==> src/rtl/vsg_pkg.sv <==
package vsg_pkg;
    typedef enum logic [2:0] {
        S_IDLE,
        S_PICK,
        S_REQ,
        S_WAIT,
        S_DONE
    } gth_state_e;
endpackage

==> src/rtl/vsg_stream_pick.sv <==
module vsg_stream_pick #(
    parameter int N  = 8,
    parameter int IW = $clog2(N),
    parameter int SW = $clog2(N + 1)
) (
    input  logic [N-1:0]  en,
    input  logic [SW-1:0] from,
    output logic          found,
    output logic [IW-1:0] idx
);
    logic [N-1:0] cand;

    genvar gi;
    generate
        for (gi = 0; gi < N; gi++) begin : g_cand
            assign cand[gi] = en[gi] && (SW'(gi) >= from);
        end
    endgenerate

    // lowest-numbered candidate wins
    always_comb begin
        found = 1'b0;
        idx   = '0;
        for (int i = N - 1; i >= 0; i--) begin
            if (cand[i]) begin
                found = 1'b1;
                idx   = IW'(i);
            end
        end
    end
endmodule

==> src/rtl/vsg_addr_calc.sv <==
module vsg_addr_calc #(
    parameter int ADDR_W = 32,
    parameter int VTX_W  = 4,
    parameter int WRD_W  = 6
) (
    input  logic [ADDR_W-1:0] base,
    input  logic [7:0]        stride,
    input  logic [7:0]        row_off,
    input  logic [VTX_W-1:0]  vtx,
    input  logic [WRD_W-1:0]  word,
    output logic [ADDR_W-1:0] addr,
    output logic [8:0]        row_full
);
    always_comb begin
        addr     = base + ADDR_W'(vtx) * ADDR_W'(stride) + ADDR_W'({word, 2'b00});
        row_full = {1'b0, row_off} + 9'(word);
    end
endmodule

==> src/rtl/vtx_stream_gather.sv <==
module vtx_stream_gather
    import vsg_pkg::*;
#(
    parameter int NUM_STREAMS = 8,
    parameter int MAX_VERTS   = 16,
    parameter int VPM_ROWS    = 64,
    parameter int ADDR_W      = 32,
    parameter int DATA_W      = 32,
    localparam int IW    = $clog2(NUM_STREAMS),
    localparam int SW    = $clog2(NUM_STREAMS + 1),
    localparam int VTX_W = $clog2(MAX_VERTS),
    localparam int NV_W  = VTX_W + 1,
    localparam int ROW_W = $clog2(VPM_ROWS),
    localparam int WRD_W = 6
) (
    input  logic                                clk,
    input  logic                                rst_n,
    input  logic                                start,
    input  logic [31:0]                         cmd_word,
    input  logic                                use_coord,
    input  logic [NV_W-1:0]                     vert_count,
    input  logic [NUM_STREAMS-1:0]              mask_vert,
    input  logic [NUM_STREAMS-1:0]              mask_coord,
    input  logic [7:0]                          reserve_bytes,
    input  logic [NUM_STREAMS-1:0][ADDR_W-1:0]  str_base,
    input  logic [NUM_STREAMS-1:0][7:0]         str_size_m1,
    input  logic [NUM_STREAMS-1:0][7:0]         str_stride,
    input  logic [NUM_STREAMS-1:0][7:0]         str_off_vert,
    input  logic [NUM_STREAMS-1:0][7:0]         str_off_coord,
    output logic                                mem_req,
    output logic [ADDR_W-1:0]                   mem_addr,
    input  logic                                mem_valid,
    input  logic [DATA_W-1:0]                   mem_rdata,
    output logic                                vpm_we,
    output logic [ROW_W-1:0]                    vpm_row,
    output logic [VTX_W-1:0]                    vpm_col,
    output logic [DATA_W-1:0]                   vpm_wdata,
    output logic                                busy,
    output logic                                done
);
    gth_state_e state, nxt;

    logic [NUM_STREAMS-1:0] en_q, cnt_mask;
    logic                   coord_q;
    logic [NV_W-1:0]        nv_q;
    logic [5:0]             rsv_rows_q;
    logic [SW-1:0]          search_q;
    logic [IW-1:0]          cur_q;
    logic [VTX_W-1:0]       vtx_q;
    logic [WRD_W-1:0]       word_q;

    // active stream count from the command word (0 selects all)
    logic [SW-1:0] act_cnt;
    assign act_cnt = (cmd_word[IW-1:0] == '0) ? SW'(NUM_STREAMS) : SW'(cmd_word[IW-1:0]);

    genvar gi;
    generate
        for (gi = 0; gi < NUM_STREAMS; gi++) begin : g_cnt
            assign cnt_mask[gi] = (SW'(gi) < act_cnt);
        end
    endgenerate

    logic          pick_found;
    logic [IW-1:0] pick_idx;

    vsg_stream_pick #(.N(NUM_STREAMS)) u_pick (
        .en    (en_q),
        .from  (search_q),
        .found (pick_found),
        .idx   (pick_idx)
    );

    logic [7:0]        sel_off;
    logic [WRD_W-1:0]  last_word;
    logic [8:0]        row_full;
    logic [ADDR_W-1:0] rd_addr;

    assign sel_off   = coord_q ? str_off_coord[cur_q] : str_off_vert[cur_q];
    assign last_word = str_size_m1[cur_q][7:2];

    vsg_addr_calc #(.ADDR_W(ADDR_W), .VTX_W(VTX_W), .WRD_W(WRD_W)) u_addr (
        .base     (str_base[cur_q]),
        .stride   (str_stride[cur_q]),
        .row_off  (sel_off),
        .vtx      (vtx_q),
        .word     (word_q),
        .addr     (rd_addr),
        .row_full (row_full)
    );

    logic row_ok, last_wd, last_vx;
    assign row_ok  = (row_full < {3'b000, rsv_rows_q});
    assign last_wd = (word_q == last_word);
    assign last_vx = (NV_W'(vtx_q) == nv_q - NV_W'(1));

    logic unused_bits;
    assign unused_bits = ^{cmd_word[31:IW], reserve_bytes[1:0], str_size_m1[cur_q][1:0]};

    // state register and batch counters
    always_ff @(posedge clk or negedge rst_n) begin
        if (!rst_n) begin
            state      <= S_IDLE;
            en_q       <= '0;
            coord_q    <= 1'b0;
            nv_q       <= '0;
            rsv_rows_q <= '0;
            search_q   <= '0;
            cur_q      <= '0;
            vtx_q      <= '0;
            word_q     <= '0;
        end else begin
            state <= nxt;
            unique case (state)
                S_IDLE: if (start) begin
                    en_q       <= (use_coord ? mask_coord : mask_vert) & cnt_mask;
                    coord_q    <= use_coord;
                    nv_q       <= vert_count;
                    rsv_rows_q <= reserve_bytes[7:2];
                    search_q   <= '0;
                end
                S_PICK: if (pick_found) begin
                    cur_q  <= pick_idx;
                    vtx_q  <= '0;
                    word_q <= '0;
                end
                S_REQ: ;
                S_WAIT: if (mem_valid) begin
                    if (!last_wd) begin
                        word_q <= word_q + WRD_W'(1);
                    end else begin
                        word_q <= '0;
                        if (last_vx) search_q <= SW'(cur_q) + SW'(1);
                        else         vtx_q    <= vtx_q + VTX_W'(1);
                    end
                end
                S_DONE: ;
                default: ;
            endcase
        end
    end

    // next state
    always_comb begin
        nxt = state;
        unique case (state)
            S_IDLE: if (start) nxt = S_PICK;
            S_PICK: nxt = pick_found ? S_REQ : S_DONE;
            S_REQ:  nxt = S_WAIT;
            S_WAIT: if (mem_valid) nxt = (last_wd && last_vx) ? S_PICK : S_REQ;
            S_DONE: nxt = S_IDLE;
            default: nxt = S_IDLE;
        endcase
    end

    // outputs
    always_comb begin
        busy      = (state != S_IDLE);
        done      = (state == S_DONE);
        mem_req   = (state == S_REQ);
        mem_addr  = rd_addr;
        vpm_we    = (state == S_WAIT) && mem_valid && row_ok;
        vpm_row   = row_full[ROW_W-1:0];
        vpm_col   = vtx_q;
        vpm_wdata = mem_rdata;
    end

    // a request is never followed directly by another
    p_single_read_r7: assert property (@(posedge clk) disable iff (!rst_n)
        mem_req |=> !mem_req);

    // VPM is written only with data that has just returned
    p_write_with_data_r5: assert property (@(posedge clk) disable iff (!rst_n)
        vpm_we |-> mem_valid && busy);

    // no write lands beyond the reserved rows
    p_row_reserved_r8: assert property (@(posedge clk) disable iff (!rst_n)
        vpm_we |-> (9'(vpm_row) < 9'(rsv_rows_q)));

    // columns stay inside the batch
    p_col_range_r11: assert property (@(posedge clk) disable iff (!rst_n)
        vpm_we |-> (NV_W'(vpm_col) < nv_q));

    // completion is a single-cycle pulse that ends the batch
    p_done_pulse_r9: assert property (@(posedge clk) disable iff (!rst_n)
        done |=> !done && !busy);

    // only an enabled stream is ever read
    p_read_enabled_r3: assert property (@(posedge clk) disable iff (!rst_n)
        mem_req |-> en_q[cur_q]);
endmodule

==> config.mk <==
export PLATFORM = sky130hd
export DESIGN_NAME = vtx_stream_gather
export DESIGN_NICKNAME = d
export VERILOG_FILES = /design/src/rtl/vsg_pkg.sv /design/src/rtl/vsg_stream_pick.sv /design/src/rtl/vsg_addr_calc.sv /design/src/rtl/vtx_stream_gather.sv
export SDC_FILE = /design/constraint.sdc
export NUM_CORES = 1
export LEC_CHECK = 0
export BUFFER_PORTS_ARGS = -buffer_cell sky130_fd_sc_hd__buf_4
export CAP_MARGIN = 0
export CORE_AREA = 2 2 272 274
export DETAILED_ROUTE_END_ITERATION = 10
export DIE_AREA = 0 0 274 276
export GPL_TIMING_DRIVEN = 0
export SYNTH_ARGS = -nofsm -noshare
export SYNTH_HDL_FRONTEND = slang
export SYNTH_SLANG_ARGS = --single-unit
==> constraint.sdc <==
create_clock -name clk -period 8.1 [get_ports clk]
set_input_delay 0.405 -clock clk [delete_from_list [all_inputs] [get_ports clk]]
set_output_delay 0.405 -clock clk [all_outputs]
set_load 0.05 [all_outputs]
==> results.md <==
- Slew headroom: 30.2%
- Netlist cell types: 60
- Leading cell types in the layout, fill and taps excluded: buf_4 (650), mux4_2 (104), mux2i_1 (85), inv_1 (63), nand2_1 (62)
- I/O pin count: 688
- Run status: completed
- Adder-cell share of the synthesized area: 12.1%
- Simple-gate share of the synthesized area: 10.9%
- Largest net degree at the start of global routing: 41
- Pleak: 6.43 nW
- Setup crit start kind: register
- Final GP Congestion: 0.870
- CTS sink count: 40
- Share of the synthesized area in the top cell type: 27.5%
- Fin nets: 2117
- Critical Path End Type: output port
- Width of the die: 274 um
- Fmax: 0.130 GHz
- Setup violators final: 0
- Avg Inst Size Synth: 10.3 um2
- Mux contribution to synthesized area: 40.8%
- Fillers: 8121
- CTS Buf Count: 5
- Rows: 99
- Initial antenna violation count: 25
- Yosys reg bits: 40
- Maximum fanout along the worst path: 10
- Post-synth EDFFs: 0
- Die Span Y: 276 um
- YS warnings: 0
- Vias: 9431
- Crit path DAT: 7280 ps
- Worst path required time: 7700 ps
- Starting Density: 11.7%
- Final Hold Vio Count: 0
- I/O Buffers: 608
- Asr flop ratio synth: 100%
- Vias in the first global route: 10200
- HPWL Detailed: 46700 um
- Placed cell areas: 14300 um2
- Slew @ Worst Pin: 1050 ps
- Min-Delay Path Class: in -> async
- Fin. max-slew vios: 0
- CTS Buffer Depth: 2
- CTS Hold Bufs: 0
- H-Tree Depth: 2
- Synth Net Count: 1503
- Synth Area in XOR/XNOR: 4.63%
- Register area share after synthesis: 11.8%
- Routed wire length: 52000 um
- Root buf cell: clkbuf_16
- Max VDD drop: 280 uV
- Max-Cap Viols: 0
- Fin crit period: 7680 ps
- Post-Syn Area: 8510 um2
- Avg Vias per Cell: 3.91
- DRT antenna net count: 0
- CP bufs+invs: 10
- CP most frequent cell: buf_2
- WL/cell: 21.6 um
- Layout cell share with drive strength beyond 1: 56.7%
- Total die area: 75600 um2
- Unrepaired setup endpoints after global routing: no
- Area growth, synth to finish: 70.5%
- First-pass GRT wire length: 70600 um
- Final non-filler cell area: 14500 um2
- Crit-path cells: buf_2 -> buf_2 -> buf_2 -> buf_2 -> buf_2 -> mux2i_1 -> nand2b_1 -> fa_1 -> inv_1 -> fa_1 -> inv_1 -> fa_1 -> inv_1 -> ha_1 -> nand2_1 -> o21ai_0 -> a21oi_2 -> o31ai_4 -> and2_1 -> buf_2 -> nor4b_1 -> xnor2_1 -> buf_4
- Cell family with most CP delay: buffers and inverters
- Setup TNS: 0 ps
- Total global routing overflow: 0
- GRT Total Usage: 13.1%
- Worst path max stage delay: 620 ps
- Largest family of logic cells by synthesized area: multiplexers
- Clock transition at path regs: 60 ps
- Fin worst setup slack: 415 ps
- Post-synthesis cell count: 828
- Main synth FF type: dfrtp_1
- Setup Skew: 7.03 ps
- DRC viols: 0
- Commonest non-fill, non-tap cell in the layout: buf_4
- Sequential Area: 1000 um2
- Slowest CP cell: buf_2
- Worst skew pair latency: 290 ps
- CTS tree: yes
- Pre-CTS setup slack: -592 ps
- Post-synth top area cell: mux4_2
- Tcrit/Tclk final: 94.9%
- Synth area leaders: mux4_2 (28%), dfrtp_1 (12%), mux2i_1 (10%)
- DRT iter0 DRCs: 370
- Pre-Repair DR Iteration Count: 4
- Area taken by multi-input logic gates: 6740 um2
- Core Box Area: 72600 um2
- Compound-cell area share of the yosys netlist: 10.5%
- Crit Path Category: reg -> out
- Power per cell area: 282 nW/um2
## final timing paths
path | from | endpoint | slack, ps | depth (start not counted)
max | cur_q[2] | mem_addr[24] | 420 | 23
max reg2reg | cur_q[1] | search_q[1] | 4560 | 9
min | rst_n | nv_q[2] | 100 | 1
min in group clk | reserve_bytes[4] | rsv_rows_q[2] | 320 | 3
min reg2reg | en_q[0] | en_q[0] | 490 | 2
max in group asynchronous | rst_n | cur_q[1] | 7620 | 1
## what timing repair did
action	4_1_cts	5_1_grt
endpoints found under the setup margin	21	15
gates resized for setup	8	4
setup buffers	0	0
## power by group
| part | switching (mW) | internal (mW) |
|---|---|---|
| registers | 0.0968 | 0.265 |
| logic | 2.12 | 1.37 |
| clock network | 0.0824 | 0.154 |
## routing by layer
metal	routed length [um]	GRT usage, %
met5	138	0
met3	4140	3.03
met1	20600	15.5
met2	25600	23.0
met4	1590	4.57
## cell usage after synthesis (all sizes together) (7+ instances only)
| master | n |
|---|---|
| nand2 | 62 |
| mux4 | 105 |
| nand2b | 13 |
| xor2 | 15 |
| a21o | 13 |
| o21ai | 36 |
| buf | 66 |
| and2 | 9 |
| nor2 | 23 |
| xnor2 | 30 |
| clkbuf | 17 |
| a22oi | 11 |
| a221oi | 7 |
| dfrtp | 40 |
| fa | 29 |
| nor3 | 8 |
| nor2b | 26 |
| inv | 63 |
| ha | 36 |
| a21oi | 30 |
| mux2 | 21 |
| mux2i | 86 |
| nand3 | 19 |
## per-stage QoR
stage                     hold slack (ps)  total power, mW  util, %  instances
final                                99.0             4.09     20.0       2412
after global routing                  135             4.41     20.0       2408
after CTS                             118             4.20     19.9       2403
after detailed placement              427             3.94     19.7       2395
after global placement                424             3.93     19.7       2395
after floorplan                       109             2.67        -        828
## flip-flops by register name, summed over array words and instances (netlist names)
name and cells:
en_q 8, rsv_rows_q 6, word_q 6, nv_q 5, search_q 4, vpm_col 4, cur_q 3, state 3
coord_q 1
## cells by family (layout without fill, tap and decap cells)
| kind of cell | count (synthesis) | after routing |
|---|---|---|
| xor gates and xnor gates | 45 | 45 |
| other | 0 | 10 |
| AOI/OAI and AO/OA | 136 | 136 |
| DFF | 40 | 40 |
| adders and majority gates | 65 | 65 |
| buffers and inverters | 146 | 761 |
| muxes | 212 | 212 |
| and+or+nand+nor | 184 | 184 |
## area by class of cell
cell class	count	area share, %
Timing Repair Buffer	608	31.5
Tap cell	959	8.27
Clock inverter	2	0.267
Multi-Input combinational cell	642	46.5
Inverter	63	1.63
Clock buffer	6	0.957
Sequential cell	40	6.90
Antenna cell	10	0.173
Buffer	82	3.88
Note: power is estimated with default switching activity, not from simulation.
